## config.mk

```make
export PLATFORM = sky130hd
export DESIGN_NAME = mdio_paged_bridge
export DESIGN_NICKNAME = d
export VERILOG_FILES = /design/src/rtl/mrb_pkg.sv /design/src/rtl/mrb_decode.sv /design/src/rtl/mrb_page.sv /design/src/rtl/mdio_paged_bridge.sv
export SDC_FILE = /design/constraint.sdc
export NUM_CORES = 1
export LEC_CHECK = 0
export ABC_AREA = 1
export BUFFER_PORTS_ARGS = -buffer_cell sky130_fd_sc_hd__buf_2
export CORE_MARGIN = 10
export CORE_UTILIZATION = 45
export DETAILED_ROUTE_END_ITERATION = 7
export MAX_ROUTING_LAYER = met4
export PLACE_DENSITY_LB_ADDON = 0.15
export SKIP_LAST_GASP = 1
export SLEW_MARGIN = 20
export SYNTH_ARGS = -nofsm -noshare
export SYNTH_HDL_FRONTEND = slang
export SYNTH_SLANG_ARGS = --single-unit
```

## constraint.sdc

```tcl
create_clock -name clk -period 2.7 [get_ports clk]
set_input_delay 0.54 -clock clk [delete_from_list [all_inputs] [get_ports clk]]
set_output_delay 0.54 -clock clk [all_outputs]
set_load 0.01 [all_outputs]
```

## src/rtl/mrb_pkg.sv

```systemverilog
`timescale 1ns/1ps
package mrb_pkg;
  typedef enum logic [1:0] {K_NONE, K_PAGE, K_LO, K_HI} kind_t;
  typedef enum logic [1:0] {ST_IDLE, ST_BUS, ST_RSP} state_t;
endpackage

```

## src/rtl/mrb_decode.sv

```systemverilog
`timescale 1ns/1ps
module mrb_decode
  import mrb_pkg::*;
#(
  parameter logic [4:0] PAGE_DEV = 5'h1F,
  parameter logic [4:0] PAGE_REG = 5'h10,
  parameter logic [4:0] WIN_BASE = 5'h10,
  parameter int DEV_SEL_W = 3
) (
  input  logic [4:0] dev,
  input  logic [4:0] regno,
  output kind_t      kind
);
  logic in_win;
  assign in_win = (dev[4:DEV_SEL_W] == WIN_BASE[4:DEV_SEL_W]);

  always_comb begin
    if (dev == PAGE_DEV && regno == PAGE_REG) kind = K_PAGE;
    else if (in_win && regno[0])              kind = K_HI;
    else if (in_win)                          kind = K_LO;
    else                                      kind = K_NONE;
  end
endmodule

```

## src/rtl/mrb_page.sv

```systemverilog
`timescale 1ns/1ps
module mrb_page #(
  parameter int PAGE_W = 9
) (
  input  logic              clk,
  input  logic              rst_n,
  input  logic              load,
  input  logic [PAGE_W-1:0] din,
  output logic [PAGE_W-1:0] page
);
  always_ff @(posedge clk or negedge rst_n) begin
    if (!rst_n)    page <= '0;
    else if (load) page <= din;
  end

  // a load is visible on the next cycle
  p_page_load_r2: assert property (@(posedge clk) disable iff (!rst_n)
    load |=> page == $past(din));
endmodule

```

## src/rtl/mdio_paged_bridge.sv

```systemverilog
`timescale 1ns/1ps
module mdio_paged_bridge
  import mrb_pkg::*;
#(
  parameter int PAGE_W    = 9,
  parameter int DEV_SEL_W = 3,
  parameter int REG_SEL_W = 4,
  parameter int HALF_W    = 16,
  parameter logic [4:0] PAGE_DEV = 5'h1F,
  parameter logic [4:0] PAGE_REG = 5'h10,
  parameter logic [4:0] WIN_BASE = 5'h10,
  localparam int IDX_W  = PAGE_W + DEV_SEL_W + REG_SEL_W,
  localparam int WORD_W = 2 * HALF_W
) (
  input  logic              clk,
  input  logic              rst_n,
  input  logic              req_valid,
  output logic              req_ready,
  input  logic              req_write,
  input  logic [4:0]        req_dev,
  input  logic [4:0]        req_reg,
  input  logic [HALF_W-1:0] req_wdata,
  output logic              rsp_valid,
  input  logic              rsp_ready,
  output logic [HALF_W-1:0] rsp_rdata,
  output logic              bus_valid,
  input  logic              bus_ready,
  output logic              bus_write,
  output logic [IDX_W-1:0]  bus_addr,
  output logic [WORD_W-1:0] bus_wdata,
  input  logic [WORD_W-1:0] bus_rdata
);
  state_t            state;
  kind_t             kind;
  logic [PAGE_W-1:0] page;
  logic [HALF_W-1:0] hi_wr_q;
  logic [HALF_W-1:0] hi_rd_q;
  logic              accept;

  assign req_ready = (state == ST_IDLE);
  assign bus_valid = (state == ST_BUS);
  assign rsp_valid = (state == ST_RSP);
  assign accept    = req_valid && req_ready;

  mrb_decode #(
    .PAGE_DEV(PAGE_DEV), .PAGE_REG(PAGE_REG),
    .WIN_BASE(WIN_BASE), .DEV_SEL_W(DEV_SEL_W)
  ) u_dec (
    .dev(req_dev), .regno(req_reg), .kind(kind)
  );

  mrb_page #(.PAGE_W(PAGE_W)) u_page (
    .clk(clk), .rst_n(rst_n),
    .load(accept && req_write && kind == K_PAGE),
    .din(req_wdata[PAGE_W-1:0]),
    .page(page)
  );

  always_ff @(posedge clk or negedge rst_n) begin
    if (!rst_n) begin
      state     <= ST_IDLE;
      hi_wr_q   <= '0;
      hi_rd_q   <= '0;
      bus_write <= 1'b0;
      bus_addr  <= '0;
      bus_wdata <= '0;
      rsp_rdata <= '0;
    end else begin
      case (state)
        ST_IDLE: if (req_valid) begin
          case (kind)
            K_PAGE: if (!req_write) begin
              rsp_rdata <= {{(HALF_W-PAGE_W){1'b0}}, page};
              state     <= ST_RSP;
            end
            K_HI: if (req_write) hi_wr_q <= req_wdata;
                  else begin
                    rsp_rdata <= hi_rd_q;
                    state     <= ST_RSP;
                  end
            K_LO: begin
              bus_addr  <= {page, req_dev[DEV_SEL_W-1:0], req_reg[REG_SEL_W:1]};
              bus_write <= req_write;
              bus_wdata <= {hi_wr_q, req_wdata};
              state     <= ST_BUS;
            end
            default: if (!req_write) begin
              rsp_rdata <= '1;
              state     <= ST_RSP;
            end
          endcase
        end
        ST_BUS: if (bus_ready) begin
          if (bus_write) state <= ST_IDLE;
          else begin
            rsp_rdata <= bus_rdata[HALF_W-1:0];
            hi_rd_q   <= bus_rdata[WORD_W-1:HALF_W];
            state     <= ST_RSP;
          end
        end
        ST_RSP: if (rsp_ready) state <= ST_IDLE;
        default: state <= ST_IDLE;
      endcase
    end
  end

  // bus request held until taken
  p_bus_hold_r9: assert property (@(posedge clk) disable iff (!rst_n)
    bus_valid && !bus_ready |=> bus_valid && $stable(bus_addr)
                                && $stable(bus_wdata) && $stable(bus_write));
  // response held until taken
  p_rsp_hold_r9: assert property (@(posedge clk) disable iff (!rst_n)
    rsp_valid && !rsp_ready |=> rsp_valid && $stable(rsp_rdata));
  // high-half write starts no bus transaction
  p_hi_write_quiet_r4: assert property (@(posedge clk) disable iff (!rst_n)
    accept && req_write && kind == K_HI |=> !bus_valid);
  // low-half write carries the low data
  p_lo_write_bus_r5: assert property (@(posedge clk) disable iff (!rst_n)
    accept && req_write && kind == K_LO |=> bus_valid && bus_write
                                && bus_wdata[HALF_W-1:0] == $past(req_wdata));
  // high-half read answers without the bus
  p_hi_read_local_r7: assert property (@(posedge clk) disable iff (!rst_n)
    accept && !req_write && kind == K_HI |=> rsp_valid && !bus_valid);
  // unmapped read answers all ones
  p_unmapped_ones_r8: assert property (@(posedge clk) disable iff (!rst_n)
    accept && !req_write && kind == K_NONE |=> rsp_valid && rsp_rdata == '1);
endmodule

```

==> results_dict.tcl, run 1 <==
set metrics [dict create \
    dieHeight_um 121 \
    diodes 0 \
    drt_wl_total_mm 10.6 \
    grt.overflow.total 0 \
    setup_viol 0 \
    tns_ns 0 \
    cts_made_buffers 9 \
    routed_via_density 4.60 \
    path_buf_inv 1 \
    drv_cap 0 \
    cts_hold_buffers 0 \
    crit_chain "nor2_1, buf_2" \
    crit_path_start_kind "flip-flop" \
    syn_area_um2 4590 \
    layout_commonest_cell "nand2_1" \
    synth_top_area_share_pct 58.8 \
    hp-class "in -> async" \
    timing.final.crit_period_ns 1.84 \
    die_area_um2 14700 \
    maxSlewViolCount 0 \
    vias 3518 \
    cts_tree "yes" \
    clock_latency_ns 0.37 \
    pin_count 132 \
    antenna_left 0 \
    final_cell_mix "nand2_1 (151), buf_2 (130), dfrtp_1 (108), nor2_1 (47), inv_1 (47)" \
    initial_utilization_pct 46.6 \
    finalClockSkew_ns 0.0148 \
    grt_max_degree 59 \
    cts_resized 0 \
    synth_cell_types 24 \
    synth-seq-area-share_pct 58.8 \
    antenna_found_initial 0 \
    post_cts.repair.setup_buffers 0 \
    yosys_warnings 0 \
    drc 0 \
    cp_top_family "flip-flops" \
    fp.dieW_um 121 \
    num-nets-final 691 \
    period_share_pct 68.3 \
    slowest_delay_ns 0.46 \
    slowest_stage "dfrtp_1" \
    cts-root-buf "clkbuf_8" \
    required_ns 2.16 \
    ys_ff_latch 108 \
    nFillCells 898 \
    crit_arrival_ns 1.30 \
    htreeDepth 3 \
    cts.path.max_buffers 2 \
    critPathCaptureType "output port" \
    grt_pass1_vias 3657 \
    synth_top_cell_by_area "dfrtp_1" \
    rsz0062_at_grt "false" \
    drtIter0Drc 152 \
    grt_pass1_wl_mm 17.6 \
    post_route_cells_drive_above_1_share_pct 27.1 \
    dp_hpwl_mm 8.09 \
    power.total_mw 5.18 \
    peakVddDrop_mv 0.422 \
    avgSynthCellArea_um2 9.21 \
    crit_type "reg -> out" \
    synth_area_leaders "dfrtp_1 (59%), nand2_1 (12%), mux2_1 (5.4%)" \
    report.final.hold_viol_count 0 \
    wl_per_cell_um 13.8 \
    clock_sinks 108 \
    crit_fanout 6 \
    max_slew_margin_pct 60.7 \
    outcome "finished clean" \
    placementRows 36 \
    fmax_ghz 0.542 \
    groute.usage.overall_pct 15.1 \
    core_area_um2 9860 \
    holdWs_ns 0.0768 \
    p_per_area_nw_per_um2 934 \
    worstMarginPinSlew_ns 0.589 \
    p_leak_nw 3.06 \
    path_clk_slew_ns 0.11 \
    syn_inst 499 \
    drt_first_pass_iters 4 \
    area_growth_pct 20.7 \
    io_buffers 131 \
    synthesis.nets 563 \
    place.gp.congestion 0.790 \
]
==> logic make-up after synthesis <==
family	after synthesis	synth area share, %
AOI/OAI and AO/OA	70	7.90
buffers and inverters	71	6.75
DFF	108	58.8
muxes	22	5.39
and+or+nand+nor	228	21.1
==> synthesized netlist by cell type, drive strengths merged <==
master    n
nand4     9
dfrtp   108
nor2     54
o31ai     2
nand3    11
mux2     22
nand2   154
clkbuf    5
inv      51
o21ai    42
buf      15
a21oi    26
==> registers in the layout (all words and copies together), names as in the netlist <==
name and flops:
bus_write 1, state 2, hi_rd_q 16, bus_addr 16, hi_wr_q 16, bus_wdata 32
rsp_rdata 16, u_page.page 9
==> metrics by stage <==
step	cells	utilization, %	instance area (um^2)	setup WS (ns)
2_1_floorplan	499	-	4590	1.18
3_3_place_gp	749	54.3	5360	0.756
3_5_place_dp	749	54.3	5360	0.673
4_1_cts	765	56.2	5540	0.817
5_1_grt	765	56.2	5540	0.651
6_report	765	56.2	5540	0.856
==> cell type report <==
type / count / area, um^2 / area share [%]
clock buffers: 10 / 128 / 2.30
clock inverters: 6 / 56.3 / 1.02
repair buffers: 137 / 716 / 12.9
multi-input cells: 320 / 1580 / 28.6
inverters: 51 / 191 / 3.45
well taps: 133 / 166 / 3.00
flip-flops and latches: 108 / 2700 / 48.7
==> path summary, 6_finish.rpt <==
kind / from / to / slack, ns / cells after the start
max in group asynchronous: rst_n / hi_rd_q[10]$_DFFE_PN0P_ / 1.92 / 2
min: rst_n / bus_wdata[9]$_DFFE_PN0P_ / 0.08 / 1
max reg2reg: state[0]$_DFFE_PN0P_ / rsp_rdata[10]$_DFFE_PN0P_ / 0.92 / 8
min in group clk: rsp_ready / state[1]$_DFFE_PN0P_ / 0.34 / 2
max: state[0]$_DFFE_PN0P_ / req_ready / 0.86 / 2
min reg2reg: rsp_rdata[2]$_DFFE_PN0P_ / rsp_rdata[2]$_DFFE_PN0P_ / 0.48 / 2
==> power by group <==
part / internal, mW / leakage (nW) / switching (mW)
logic: 0.720 / 1.64 / 0.980
registers: 2.25 / 1.33 / 0.299
clock network: 0.356 / 0.0909 / 0.577
==> routing by layer <==
metal | share of wire, % | track usage, %
met1 | 45 | 18.4
met4 | 1.2 | 4.52
met3 | 7.3 | 4.84
met2 | 46 | 23.5
met5 | 0 | -
(Power assumes the default switching activity.)
==> run 2, diff against run 1 <==
==> constraint.sdc (replaced) <==
create_clock -name clk -period 1.5 [get_ports clk]
set_input_delay 0.3 -clock clk [delete_from_list [all_inputs] [get_ports clk]]
set_output_delay 0.3 -clock clk [all_outputs]
set_load 0.01 [all_outputs]
==> results_dict.tcl, run 2 (same netlist as run 1, synthesis figures left out) <==
set metrics [dict create \
    required_ns 1.77 \
    grt_pass1_wl_mm 18.0 \
    wl_per_cell_um 14.7 \
    initial_utilization_pct 46.6 \
    holdWs_ns 0.0950 \
    finalClockSkew_ns 0.0123 \
    combPwrFrac_pct 34.7 \
    groute.usage.overall_pct 15.4 \
    power_switching_mw 3.50 \
    area_growth_pct 30.2 \
    crit_type "reg -> reg" \
    crit_top_cell "nand2_4" \
    critPathCaptureType "flip-flop" \
    place.gp.congestion 0.807 \
    antenna_left 0 \
    slowest_delay_ns 0.45 \
    final_cell_mix "nand2_1 (150), buf_2 (129), dfrtp_1 (106), inv_1 (46), nor2_1 (45)" \
    hp-class "in -> reg" \
    peakVddDrop_mv 0.928 \
    diodes 0 \
    cts-root-buf "clkbuf_8" \
    maxSlewViolCount 0 \
    layout_commonest_cell "nand2_1" \
    period_share_pct 101 \
    p_int_mw 6.47 \
    hold_depth 2 \
    drv_cap 0 \
    clock_sinks 108 \
    io_buffers 131 \
    dp_cells 761 \
    crit_chain "inv_2, nand2_4, nor2_4, nand2_4, clkbuf_16, mux2_1" \
    switching_share_pct 35.1 \
    path_clk_slew_ns 0.11 \
    cts_made_buffers 9 \
    timing.final.crit_period_ns 1.52 \
    seq_power_share_pct 46.2 \
    antenna_found_initial 0 \
    worstMarginPinSlew_ns 0.491 \
    max_slew_margin_pct 67.3 \
    pin_count 132 \
    setup_viol 9 \
    placementRows 36 \
    vias 3778 \
    num-nets-final 717 \
    grt.overflow.total 0 \
    routed_via_density 4.78 \
    r2r-start "state[0]$_DFFE_PN0P_" \
    min_from "rsp_ready" \
    core_area_um2 9860 \
    fp.dieW_um 121 \
    regMostFlops "bus_wdata" \
    drtIter0Drc 238 \
    nFillCells 891 \
    crit_arrival_ns 1.78 \
    slowest_stage "dfrtp_2" \
    r2r_setup_slack_ns -0.02 \
    report.final.hold_viol_count 0 \
    outcome "finished with violations" \
    drc 0 \
    cts.path.max_buffers 2 \
    p_per_area_nw_per_um2 1670 \
    clock_latency_ns 0.38 \
    dieHeight_um 121 \
    rsz0062_at_grt "true" \
    power_frac_clock_pct 19.1 \
    cts_tree "yes" \
    htreeDepth 3 \
    power.total_mw 9.97 \
    dp_hpwl_mm 8.32 \
    largest_reg_flops 32 \
    grt_pass1_vias 3756 \
    crit_fanout 9 \
    grt_max_degree 70 \
    final_cells 791 \
    drt_first_pass_iters 4 \
    crit_path_start_kind "flip-flop" \
    die_area_um2 14700 \
    post_route_cells_drive_above_1_share_pct 32.1 \
    fmax_ghz 0.659 \
    min_to "state[1]$_DFFE_PN0P_" \
    worst_slack_ns -0.0177 \
    p_leak_nw 3.30 \
    violations "negative setup slack" \
    rr_endpoint "bus_wdata[23]$_DFFE_PN0P_" \
    ff2ff_path_depth 6 \
    drt_wl_total_mm 11.6 \
]
## run 2: how the worst max path moves through the flow
stage / start / endpoint / slack [ns] / cells after the start
floorplan: state[0]$_DFFE_PN0P_ / rsp_rdata[6]$_DFFE_PN0P_ / 0.07 / 9
global placement: req_dev[3] / bus_wdata[20]$_DFFE_PN0P_ / 0.04 / 7
detailed placement: state[1]$_DFFE_PN0P_ / rsp_rdata[6]$_DFFE_PN0P_ / -0.003 / 9
CTS: state[0]$_DFFE_PN0P_ / bus_valid / -0.05 / 4
global route: state[0]$_DFFE_PN0P_ / bus_addr[4]$_DFFE_PN0P_ / -0.06 / 6
finish: state[0]$_DFFE_PN0P_ / bus_wdata[23]$_DFFE_PN0P_ / -0.02 / 6
## run 2: per-stage QoR
| step | worst slack [ns] | TNS (ns) | cell area [um^2] | util [%] |
|---|---|---|---|---|
| floorplan | 0.0737 | 0 | 4590 | - |
| global placement | 0.0449 | 0 | 5530 | 56.0 |
| detailed placement | -0.00333 | -0.00559 | 5530 | 56.0 |
| CTS | -0.0538 | -0.139 | 5770 | 58.5 |
| global route | -0.0622 | -1.11 | 5980 | 60.6 |
| finish | -0.0177 | -0.0905 | 5980 | 60.6 |
## run 2: power by group through the flow
| stage | clock [mW] | combinational [mW] | sequential (mW) |
|---|---|---|---|
| 4_1_cts | 1.95 | 3.31 | 4.60 |
| 6_report | 1.90 | 3.46 | 4.61 |
| 5_1_grt | 2.06 | 3.92 | 4.76 |
| 3_5_place_dp | 0 | 3.29 | 4.65 |
| 3_3_place_gp | 0 | 3.19 | 4.62 |
| 2_1_floorplan | 0 | 1.50 | 4.96 |
## run 2: critical path: cells and delay by family (launching register included)
| family | cells | cell delay, ns |
|---|---|---|
| multiplexers | 1 | 0.31 |
| AND/OR/NAND/NOR | 3 | 0.34 |
| flip-flops | 1 | 0.45 |
| buffers and inverters | 2 | 0.32 |
## run 2: metal layers
layer / track usage (%) / routed length (um)
met2: 24.5 / 5540
met4: 5.35 / 157
met3: 3.77 / 684
met1: 18.9 / 5210
met5: - / 0
## run 2: layout make-up
cell class	instances	area, um^2	area share [%]
Multi-Input combinational cell	322	1660	27.8
Tap cell	133	166	2.78
Sequential cell	108	2710	45.2
Clock buffer	10	138	2.30
Inverter	51	194	3.24
Timing Repair Buffer	161	1040	17.4
Clock inverter	6	76.3	1.28
## run 2: repair_timing
item                                    in CTS  in global routing
buffers inserted                             1                  8
resized for setup                            3                 22
endpoints found under the setup margin      13                 61
gates cloned                                 0                  5
hold buffers                                 1                  0
pin swaps                                    1                  5
endpoints found under the hold margin       69                  0
==> run 3, diff against run 2 <==
--- a/config.mk
+++ b/config.mk
@@ -7,6 +7,7 @@
 export LEC_CHECK = 0
 export ABC_AREA = 1
 export BUFFER_PORTS_ARGS = -buffer_cell sky130_fd_sc_hd__buf_2
+export CORE_ASPECT_RATIO = 0.6
 export CORE_MARGIN = 10
 export CORE_UTILIZATION = 45
 export DETAILED_ROUTE_END_ITERATION = 7
==> results_dict.tcl, run 3 (same netlist as run 1, synthesis figures left out) <==
set metrics [dict create \
    outcome "finished with violations" \
    violations "negative setup slack" \
    clock_latency_ns 0.34 \
    grt_pass1_wl_mm 18.4 \
    place.gp.congestion 0.803 \
    post_route_cells_drive_above_1_share_pct 33.0 \
    core_area_um2 9910 \
    p_leak_nw 3.37 \
    grt.met1_usage_pct 20.0 \
    tns_ns -0.0889 \
    pre_cts_ws_ns 0.00803 \
    r2r_setup_slack_ns -0.02 \
    final_util_pct 61.3 \
    holdWs_ns 0.135 \
    dp_hpwl_mm 8.56 \
    antenna_left 0 \
    drt_first_pass_iters 4 \
    rsz0062_at_grt "true" \
    io_buffers 131 \
    maxSlewViolCount 0 \
    routed_via_density 4.73 \
    regMostFlops "bus_wdata" \
    combPwrFrac_pct 33.9 \
    setup_viol 5 \
    crit_path_start_kind "flip-flop" \
    crit_type "reg -> reg" \
    critPathCapture "bus_wdata[17]$_DFFE_PN0P_" \
    clock_sinks 108 \
    fp.dieW_um 150 \
    path_clk_slew_ns 0.07 \
    nFillCells 873 \
    drtIter0Drc 170 \
    drv_cap 0 \
    report.final.hold_viol_count 0 \
    grtUsageMet3_pct 6.13 \
    max_slew_margin_pct 78.5 \
    grt_max_degree 61 \
    gr-usage-met2_pct 23.1 \
    initial_utilization_pct 46.3 \
    r2r-start "state[1]$_DFFE_PN0P_" \
    drt_wl_total_mm 12.0 \
    switching_share_pct 34.3 \
    power_switching_mw 3.58 \
    cts-root-buf "clkbuf_16" \
    cts_tree "yes" \
    peakVddDrop_mv 0.888 \
    largest_reg_flops 32 \
    setup.worst_path.start "state[1]$_DFFE_PN0P_" \
    worstMarginPinSlew_ns 0.323 \
    worst_slack_ns -0.0209 \
    wl_per_cell_um 15.2 \
    grt.overflow.total 0 \
    area_growth_pct 32.3 \
    crit_fanout 28 \
    grt_pass1_vias 3694 \
    drc 0 \
    grt-busiest-layer "met2" \
    final_cells 791 \
    timing.final.crit_period_ns 1.52 \
    rr_endpoint "bus_wdata[17]$_DFFE_PN0P_" \
    required_ns 1.73 \
    groute.usage.overall_pct 15.7 \
    crit_arrival_ns 1.75 \
    pin_count 132 \
    ff2ff_path_depth 6 \
    power_frac_clock_pct 21.7 \
    layout_commonest_cell "nand2_1" \
    dp_cells 762 \
    antenna_found_initial 1 \
    p_int_mw 6.85 \
    final-seq-area_um2 2710 \
    cts_made_buffers 9 \
    fmax_ghz 0.658 \
    final_cell_mix "nand2_1 (150), buf_2 (129), dfrtp_1 (106), inv_1 (47), nor2_1 (46)" \
    cts.path.max_buffers 2 \
    placementRows 28 \
    hp-class "in -> reg" \
    seq_power_share_pct 44.3 \
    vias 3741 \
    critPathCaptureType "flip-flop" \
    die_area_um2 14800 \
    p_per_area_nw_per_um2 1720 \
    htreeDepth 3 \
    finalClockSkew_ns 0.00283 \
    num-nets-final 714 \
    period_share_pct 101 \
    dieHeight_um 98.3 \
    multi_input_area_um2 1680 \
]
## run 3: changes by cell type in the layout (fill, tap and decap cells not counted), sizes merged
| cell | delta |
|---|---|
| buf | -3 |
| bufinv | -1 |
| clkbuf | -1 |
| clkinv | +2 |
| clkinvlp | +1 |
| diode | +1 |
| inv | -1 |
## run 3: worst min path at each step
stage                   start                       to  slack, ns  cells after the start
finish              rsp_ready     state[1]$_DFFE_PN0P_       0.14                      2
global route        rsp_ready     state[1]$_DFFE_PN0P_       0.13                      2
CTS                 rsp_ready     state[1]$_DFFE_PN0P_       0.12                      2
detailed placement      rst_n  hi_wr_q[11]$_DFFE_PN0P_       0.11                      1
global placement        rst_n  hi_wr_q[11]$_DFFE_PN0P_       0.11                      1
floorplan               rst_n  bus_addr[0]$_DFFE_PN0P_      0.004                      0
## run 3: routing by layer
metal	up-vias	wire length, um
met2	89	5320
met3	8	952
met5	-	0
met1	1762	5660
li1	1882	-
met4	0	82
## run 3: timing repair
item / in CTS / in global routing
gates resized for setup: 4 / 25
setup buffers: 3 / 2
setup endpoints to repair: 3 / 48
cloned: 0 / 6
hold buffers: 1 / 0
hold endpoints to repair: 91 / 0
pin swaps: 1 / 6
## run 3: power groups by stage
stage	Sequential [mW]	Clock, mW	Combinational [mW]
after CTS	4.61	2.32	3.34
after global routing	4.78	2.46	3.97
after detailed placement	4.65	0	3.32
after global placement	4.61	0	3.22
after floorplan	4.96	0	1.50
final	4.62	2.27	3.54
## run 3: per-stage QoR
| stage | cell area [um^2] | power, mW |
|---|---|---|
| 6_report | 6080 | 10.4 |
| 5_1_grt | 6080 | 11.2 |
| 4_1_cts | 5860 | 10.3 |
| 3_5_place_dp | 5530 | 7.97 |
| 3_3_place_gp | 5530 | 7.83 |
| 2_1_floorplan | 4590 | 6.46 |
## run 3: worst max-delay path: stages (launching register included)
cell,delay [ns]
dfrtp_2,0.45
inv_2,0.08
nand2_2,0.07
nor2_4,0.16
nand2_4,0.13
buf_12,0.19
mux2_1,0.31
## run 3: layout make-up
type | instances | share of cell area (%)
Tap cell | 135 | 2.78
Antenna cell | 1 | 0.0412
Clock buffer | 9 | 3.71
Timing Repair Buffer | 158 | 17.1
Clock inverter | 7 | 0.968
Inverter | 51 | 3.15
Sequential cell | 108 | 44.5
Multi-Input combinational cell | 322 | 27.7
